$ cat config.mk
export PLATFORM = sky130hd
export DESIGN_NAME = conv_cycle_seq
export DESIGN_NICKNAME = d
export VERILOG_FILES = /design/src/rtl/ccs_pkg.sv /design/src/rtl/ccs_sync.sv /design/src/rtl/ccs_req_latch.sv /design/src/rtl/ccs_recovery_cnt.sv /design/src/rtl/ccs_fsm.sv /design/src/rtl/conv_cycle_seq.sv
export SDC_FILE = /design/constraint.sdc
export NUM_CORES = 1
export LEC_CHECK = 0
export ABC_AREA = 1
export CORE_AREA = 2 2 39 41
export CTS_BUF_LIST = sky130_fd_sc_hd__clkbuf_4 sky130_fd_sc_hd__clkbuf_8
export DETAILED_ROUTE_END_ITERATION = 8
export DIE_AREA = 0 0 41 43
export PLACE_DENSITY_LB_ADDON = 0.15
export SLEW_MARGIN = 10
export SYNTH_ARGS = -nofsm -noshare
export SYNTH_HDL_FRONTEND = slang
export SYNTH_SLANG_ARGS = --single-unit
$ cat constraint.sdc
create_clock -name clk -period 1.46 [get_ports clk]
set_clock_uncertainty 0.05 [all_clocks]
set_input_delay 0.292 -clock clk [delete_from_list [all_inputs] [get_ports clk]]
set_output_delay 0.292 -clock clk [all_outputs]
set_load 0.02 [all_outputs]
$ cat src/rtl/ccs_pkg.sv
package ccs_pkg;

    // Sequencer control states
    typedef enum logic [2:0] {
        S_IDLE       = 3'd0,
        S_FIRE       = 3'd1,
        S_AWAIT_BUSY = 3'd2,
        S_CONVERT    = 3'd3,
        S_RECOVER    = 3'd4
    } ccs_state_e;

    // Index of each asynchronous input inside the synchronizer bundle
    localparam int unsigned IDX_EOC   = 0;
    localparam int unsigned IDX_START = 1;
    localparam int unsigned N_ASYNC   = 2;

endpackage

$ cat src/rtl/ccs_sync.sv
module ccs_sync #(
    parameter int unsigned STAGES = 2,
    parameter int unsigned WIDTH  = 2
) (
    input  logic             clk,
    input  logic             rst_n,
    input  logic [WIDTH-1:0] async_i,
    output logic [WIDTH-1:0] sync_o
);

    localparam int unsigned LAST = STAGES - 1;

    for (genvar b = 0; b < WIDTH; b++) begin : g_bit
        logic [STAGES-1:0] chain_q;

        if (STAGES == 1) begin : g_single
            always_ff @(posedge clk or negedge rst_n) begin
                if (!rst_n) chain_q <= '0;
                else        chain_q <= async_i[b];
            end
        end else begin : g_multi
            always_ff @(posedge clk or negedge rst_n) begin
                if (!rst_n) chain_q <= '0;
                else        chain_q <= {chain_q[STAGES-2:0], async_i[b]};
            end
        end

        assign sync_o[b] = chain_q[LAST];
    end

endmodule

$ cat src/rtl/ccs_req_latch.sv
module ccs_req_latch (
    input  logic clk,
    input  logic rst_n,
    input  logic set_i,
    input  logic clr_i,
    output logic req_o
);

    logic req_q;

    // Clear has priority; a request still present re-arms one clock later
    always_ff @(posedge clk or negedge rst_n) begin
        if (!rst_n)     req_q <= 1'b0;
        else if (clr_i) req_q <= 1'b0;
        else if (set_i) req_q <= 1'b1;
    end

    assign req_o = req_q;

    AST_CLEAR_WINS: assert property (@(posedge clk) disable iff (!rst_n)
        clr_i |=> !req_q);

endmodule

$ cat src/rtl/ccs_recovery_cnt.sv
module ccs_recovery_cnt #(
    parameter int unsigned WIDTH   = 4,
    parameter int unsigned PRELOAD = 11
) (
    input  logic clk,
    input  logic rst_n,
    input  logic load_i,
    input  logic en_i,
    output logic carry_o
);

    localparam logic [WIDTH-1:0] TOP_VAL  = '1;
    localparam logic [WIDTH-1:0] INIT_VAL = WIDTH'(PRELOAD);

    logic [WIDTH-1:0] cnt_q;

    always_ff @(posedge clk or negedge rst_n) begin
        if (!rst_n)      cnt_q <= '0;
        else if (load_i) cnt_q <= INIT_VAL;
        else if (en_i)   cnt_q <= cnt_q + 1'b1;
    end

    assign carry_o = en_i && (cnt_q == TOP_VAL);

    AST_LOAD_PRESET: assert property (@(posedge clk) disable iff (!rst_n)
        load_i |=> (cnt_q == INIT_VAL));

    AST_HOLD_WHEN_OFF: assert property (@(posedge clk) disable iff (!rst_n)
        (!load_i && !en_i) |=> $stable(cnt_q));

endmodule

$ cat src/rtl/ccs_fsm.sv
module ccs_fsm
    import ccs_pkg::*;
(
    input  logic clk,
    input  logic rst_n,
    input  logic req_i,
    input  logic eoc_s_i,
    input  logic carry_i,
    output logic fire_o,
    output logic win_o
);

    ccs_state_e state_q, state_d;

    // State register
    always_ff @(posedge clk or negedge rst_n) begin
        if (!rst_n) state_q <= S_IDLE;
        else        state_q <= state_d;
    end

    // Transitions
    always_comb begin
        state_d = state_q;
        unique case (state_q)
            S_IDLE:       if (req_i)    state_d = S_FIRE;
            S_FIRE:                     state_d = S_AWAIT_BUSY;
            S_AWAIT_BUSY: if (!eoc_s_i) state_d = S_CONVERT;
            S_CONVERT:    if (eoc_s_i)  state_d = S_RECOVER;
            S_RECOVER:    if (carry_i)  state_d = S_IDLE;
            default:                    state_d = S_IDLE;
        endcase
    end

    // Outputs
    always_comb begin
        fire_o = 1'b0;
        win_o  = 1'b0;
        unique case (state_q)
            S_IDLE:       ;
            S_FIRE:       fire_o = 1'b1;
            S_AWAIT_BUSY: ;
            S_CONVERT:    win_o  = 1'b1;
            S_RECOVER:    win_o  = 1'b1;
            default:      ;
        endcase
    end

    AST_START_ONE_CYCLE: assert property (@(posedge clk) disable iff (!rst_n)
        fire_o |=> !fire_o);

    AST_NO_OVERLAP: assert property (@(posedge clk) disable iff (!rst_n)
        !(fire_o && carry_i));

    AST_FIRE_NEEDS_REQ: assert property (@(posedge clk) disable iff (!rst_n)
        fire_o |-> req_i);

endmodule

$ cat src/rtl/conv_cycle_seq.sv
module conv_cycle_seq
    import ccs_pkg::*;
#(
    parameter int unsigned SYNC_STAGES = 2,
    parameter int unsigned CNT_WIDTH   = 4,
    parameter int unsigned CNT_PRELOAD = 11
) (
    input  logic clk,
    input  logic rst_n,
    input  logic start_lvl,
    input  logic eoc_in,
    output logic conv_start,
    output logic ready_pulse
);

    logic [N_ASYNC-1:0] raw_in;
    logic [N_ASYNC-1:0] sync_in;
    logic               start_s;
    logic               eoc_s;
    logic               req;
    logic               fire;
    logic               win;
    logic               cnt_en;
    logic               carry;

    assign raw_in[IDX_START] = start_lvl;
    assign raw_in[IDX_EOC]   = eoc_in;

    ccs_sync #(
        .STAGES (SYNC_STAGES),
        .WIDTH  (N_ASYNC)
    ) u_sync (
        .clk     (clk),
        .rst_n   (rst_n),
        .async_i (raw_in),
        .sync_o  (sync_in)
    );

    assign start_s = sync_in[IDX_START];
    assign eoc_s   = sync_in[IDX_EOC];

    ccs_req_latch u_latch (
        .clk   (clk),
        .rst_n (rst_n),
        .set_i (start_s),
        .clr_i (carry),
        .req_o (req)
    );

    ccs_fsm u_fsm (
        .clk     (clk),
        .rst_n   (rst_n),
        .req_i   (req),
        .eoc_s_i (eoc_s),
        .carry_i (carry),
        .fire_o  (fire),
        .win_o   (win)
    );

    // Count only inside the conversion window and only while the converter reports done
    assign cnt_en = win && eoc_s;

    ccs_recovery_cnt #(
        .WIDTH   (CNT_WIDTH),
        .PRELOAD (CNT_PRELOAD)
    ) u_cnt (
        .clk     (clk),
        .rst_n   (rst_n),
        .load_i  (fire),
        .en_i    (cnt_en),
        .carry_o (carry)
    );

    assign conv_start  = fire;
    assign ready_pulse = carry;

    AST_READY_CLEARS_REQ: assert property (@(posedge clk) disable iff (!rst_n)
        ready_pulse |=> !req);

endmodule

==> results.yml <==
grt:
  grt_antenna_before_repair: 0
  grt_most_used_layer: "met2"
  grt.met2_usage: 0.253
  grt_use_met3: 0.0471
  grt_pass1_wl_um: 1950
  pin_count_of_the_biggest_net_entering_global_routing: 13
  grt_pass1_vias: 482
  globalRouteTotalUtil: 0.173
  grtUsageMet1: 0.210
  grt-ovfl-total: 0
yosys:
  synth_seq_area_share: 0.535
  synthesis.area_per_instance_sq_um: 9.06
  proportion_of_synthesized_area_in_mux_cells: 0
  netlist_instances: 62
  syn_area_sq_um: 562
  main_combinational_cell_family_by_area_after_synthesis: "simple AND/OR/NAND/NOR gates"
  yosysWarnings: 0
  synthAdderAreaFrac: 0.0223
  synth_xor_xnor_area_share: 0.0312
  synth_fp_nets: 67
  number_of_register_bits_inferred_by_synthesis: 12
  yosys.area_share.simple: 0.321
  yosysUniqueCellTypes: 15
  share_of_the_synthesized_area_in_compound_gates_ao_oa_aoi_oai: 0.0312
cells_and_area:
  diodes: 0
  nNetsFinal: 95
  final_instance_area_sq_um: 835
  n_fill_cell: 128
  area.growth.synth_to_final_pct: 48.6
  regArea_sq_um: 302
  post_route_non_filler_standard_cell_count: 105
  multi_input_comb_area_sq_um: 251
  drive_gt1_frac: 0.404
pwr:
  p_leak_uw: 0.000419
  power_switching_share: 0.366
  power_density_nw_per_um2: 1880
  finalPower_uw: 1570
  clock_power_share: 0.170
  worst_ir_drop_vdd_mv: 0.874
  comb_power_share: 0.508
  net_switching_uw: 574
  sequentialPowerShare: 0.322
  internal_power_uw: 992
worst_setup_path:
  rr_worst_depth: 10
  critical_path_peak_fanout: 2
  regToRegStartpoint: "u_cnt.cnt_q[0]"
  reg2reg_setup_slack_ns: -0.04
  timing.critical_path.from_type: "register"
  critical_path_class: "reg2out"
  crit-reg2reg-capture: "u_fsm.state_q[1]"
  critical_path_sink_type: "output pin"
  cp.required_ns: 1.12
  cp_data_arrival_time_ns: 1.25
place:
  place.port_buffers: 5
  dpl.hpwl_um: 776
  detailed_place.area_sq_um: 729
  place_congestion: 0.806
  dp.cells: 96
sta:
  finalSetupTns_ns: -0.303
  grt_setup_unrepaired: "true"
  max_slew_margin: 0.832
  final-max-slew-violation-count: 0
  fin_ws_ns: -0.133
  max_slew.worst_pin.slew_ns: 0.251
  finalHoldViolCount: 0
  min_period_ns: 1.59
  post-route-period-util: 1.09
  setup_viol_count_final: 6
  fmaxAchievable_mhz: 628
job:
  max_cap_violations: 0
floorplanning:
  die_height_um: 43
  initial_util: 0.406
  design.die.area_sq_um: 1760
  die_width_um: 41
  rows: 14
  top_level_ports: 6
  core-area_sq_um: 1380
clocking:
  depth_of_the_cts_h_tree: 1
  worstSkewPairLatency_ns: 0.27
  clk_root_buffer_cell: "clkbuf_4"
  cts_tree: "done"
  cts.sinks: 12
  ctsHoldBuffers: 0
  max-clock-path-buffers: 2
  clkTransAtPathRegs_ns: 0.08
  inserted_clock_buffers: 3
route:
  routed_length_per_instance_um: 10.7
  firstDrtPassIters: 2
  wirelength_um: 1130
  viasPerCell: 4.70
  drc_markers: 0
  antenna_left: 0
  via_count: 494
  drt-initial-drc-count: 2
status:
  status: "complete, but fails checks"
  failed_checks: "negative setup slack"
worst_hold_path:
  hold_path_class: "in2async"
cell usage in the layout, fill, tap and decap left out:
cell type,netlist,final
buf_4,0,17
buf_6,0,3
clkbuf_4,0,3
clkbuf_8,0,1
clkdlybuf4s50_1,0,3
dfrtp_1,12,11
dfrtp_2,0,1
ha_2,0,1
inv_1,9,8
inv_2,0,1
nand2_1,13,12
nand2_2,1,1
nand2_4,2,3
nand3_1,8,8
nand3_2,2,2
nand4_1,1,1
nor2_1,7,6
nor2_2,0,1
nor3_4,0,1
o21ai_1,1,2
o31ai_2,0,1
xor2_1,2,2
what timing repair did:
action | in CTS | in global routing
pin swaps | 3 | 4
setup endpoints to repair | 2 | 6
buffers inserted | 3 | 2
resized for setup | 19 | 3
metal layers:
layer,share of wire,vias to the layer above
met5,0,-
met2,0.50,8
met3,0.035,2
met1,0.45,233
li1,-,251
met4,0.016,0
worst max-delay path, stage by stage, from the launching register on:
cell     delay, ns
dfrtp_1       0.37
ha_2          0.20
nand2_2       0.05
nor2_2        0.09
nand3_2       0.10
inv_2         0.06
buf_6         0.10
area by class of cell:
type	count	area share
Clock buffer	4	0.0435
Inverter	9	0.0405
Sequential cell	12	0.361
Multi-Input combinational cell	41	0.301
Tap cell	16	0.0240
Timing Repair Buffer	23	0.229
registers in the layout (all words and copies together), names as in the netlist:
register / count
u_cnt.cnt_q: 4
u_latch.req_o: 1
u_fsm.state_q: 3
u_sync.g_bit.chain_q: 4
how the worst max path moves through the flow:
| stage | to | slack (ns) | cells past startpoint | from |
|---|---|---|---|---|
| after detailed placement | ready_pulse | -0.30 | 6 | u_cnt.cnt_q[0] |
| after floorplan | ready_pulse | 0.17 | 5 | u_cnt.cnt_q[0] |
| after CTS | ready_pulse | -0.13 | 6 | u_cnt.cnt_q[1] |
| final | ready_pulse | -0.13 | 6 | u_cnt.cnt_q[0] |
| after global placement | ready_pulse | -0.31 | 6 | u_cnt.cnt_q[0] |
| after global routing | ready_pulse | -0.21 | 6 | u_cnt.cnt_q[1] |
cells in the mapped netlist:
cell type | n | area, sq um
nand4_1 | 1 | 6.26
o31ai_1 | 1 | 7.51
nor3_2 | 1 | 10.0
o21ai_1 | 1 | 5.00
nor2_1 | 7 | 26.3
nand2_2 | 1 | 6.26
nand3_2 | 2 | 20.0
nand2_1 | 13 | 48.8
inv_1 | 9 | 33.8
ha_1 | 1 | 12.5
nand3_1 | 8 | 40.0
dfrtp_1 | 12 | 300
o21ai_0 | 1 | 5.00
xor2_1 | 2 | 17.5
nand2_4 | 2 | 22.5
power by group through the flow:
stage / sequential (uW) / clock, uW / combinational (uW)
final: 504 / 266 / 795
after global placement: 495 / 0 / 662
after floorplan: 500 / 0 / 369
after global routing: 517 / 293 / 889
after CTS: 497 / 272 / 737
after detailed placement: 501 / 0 / 662
cells by family after synthesis:
| family | after synthesis |
|---|---|
| AND/OR/NAND/NOR | 35 |
| adder cells (fa/ha/maj) | 1 |
| XOR/XNOR | 2 |
| AO/OA/AOI/OAI | 3 |
| buffers and inverters | 9 |
| flip-flops | 12 |
stage by stage:
step	hold WS [ns]	setup slack, ns	utilization
floorplan	-0.0536	0.171	-
global placement	0.291	-0.313	0.527
detailed placement	0.289	-0.301	0.527
CTS	0.268	-0.130	0.585
global route	0.273	-0.206	0.603
finish	0.265	-0.133	0.603
No activity file was read; power rests on OpenSTA's default activity.
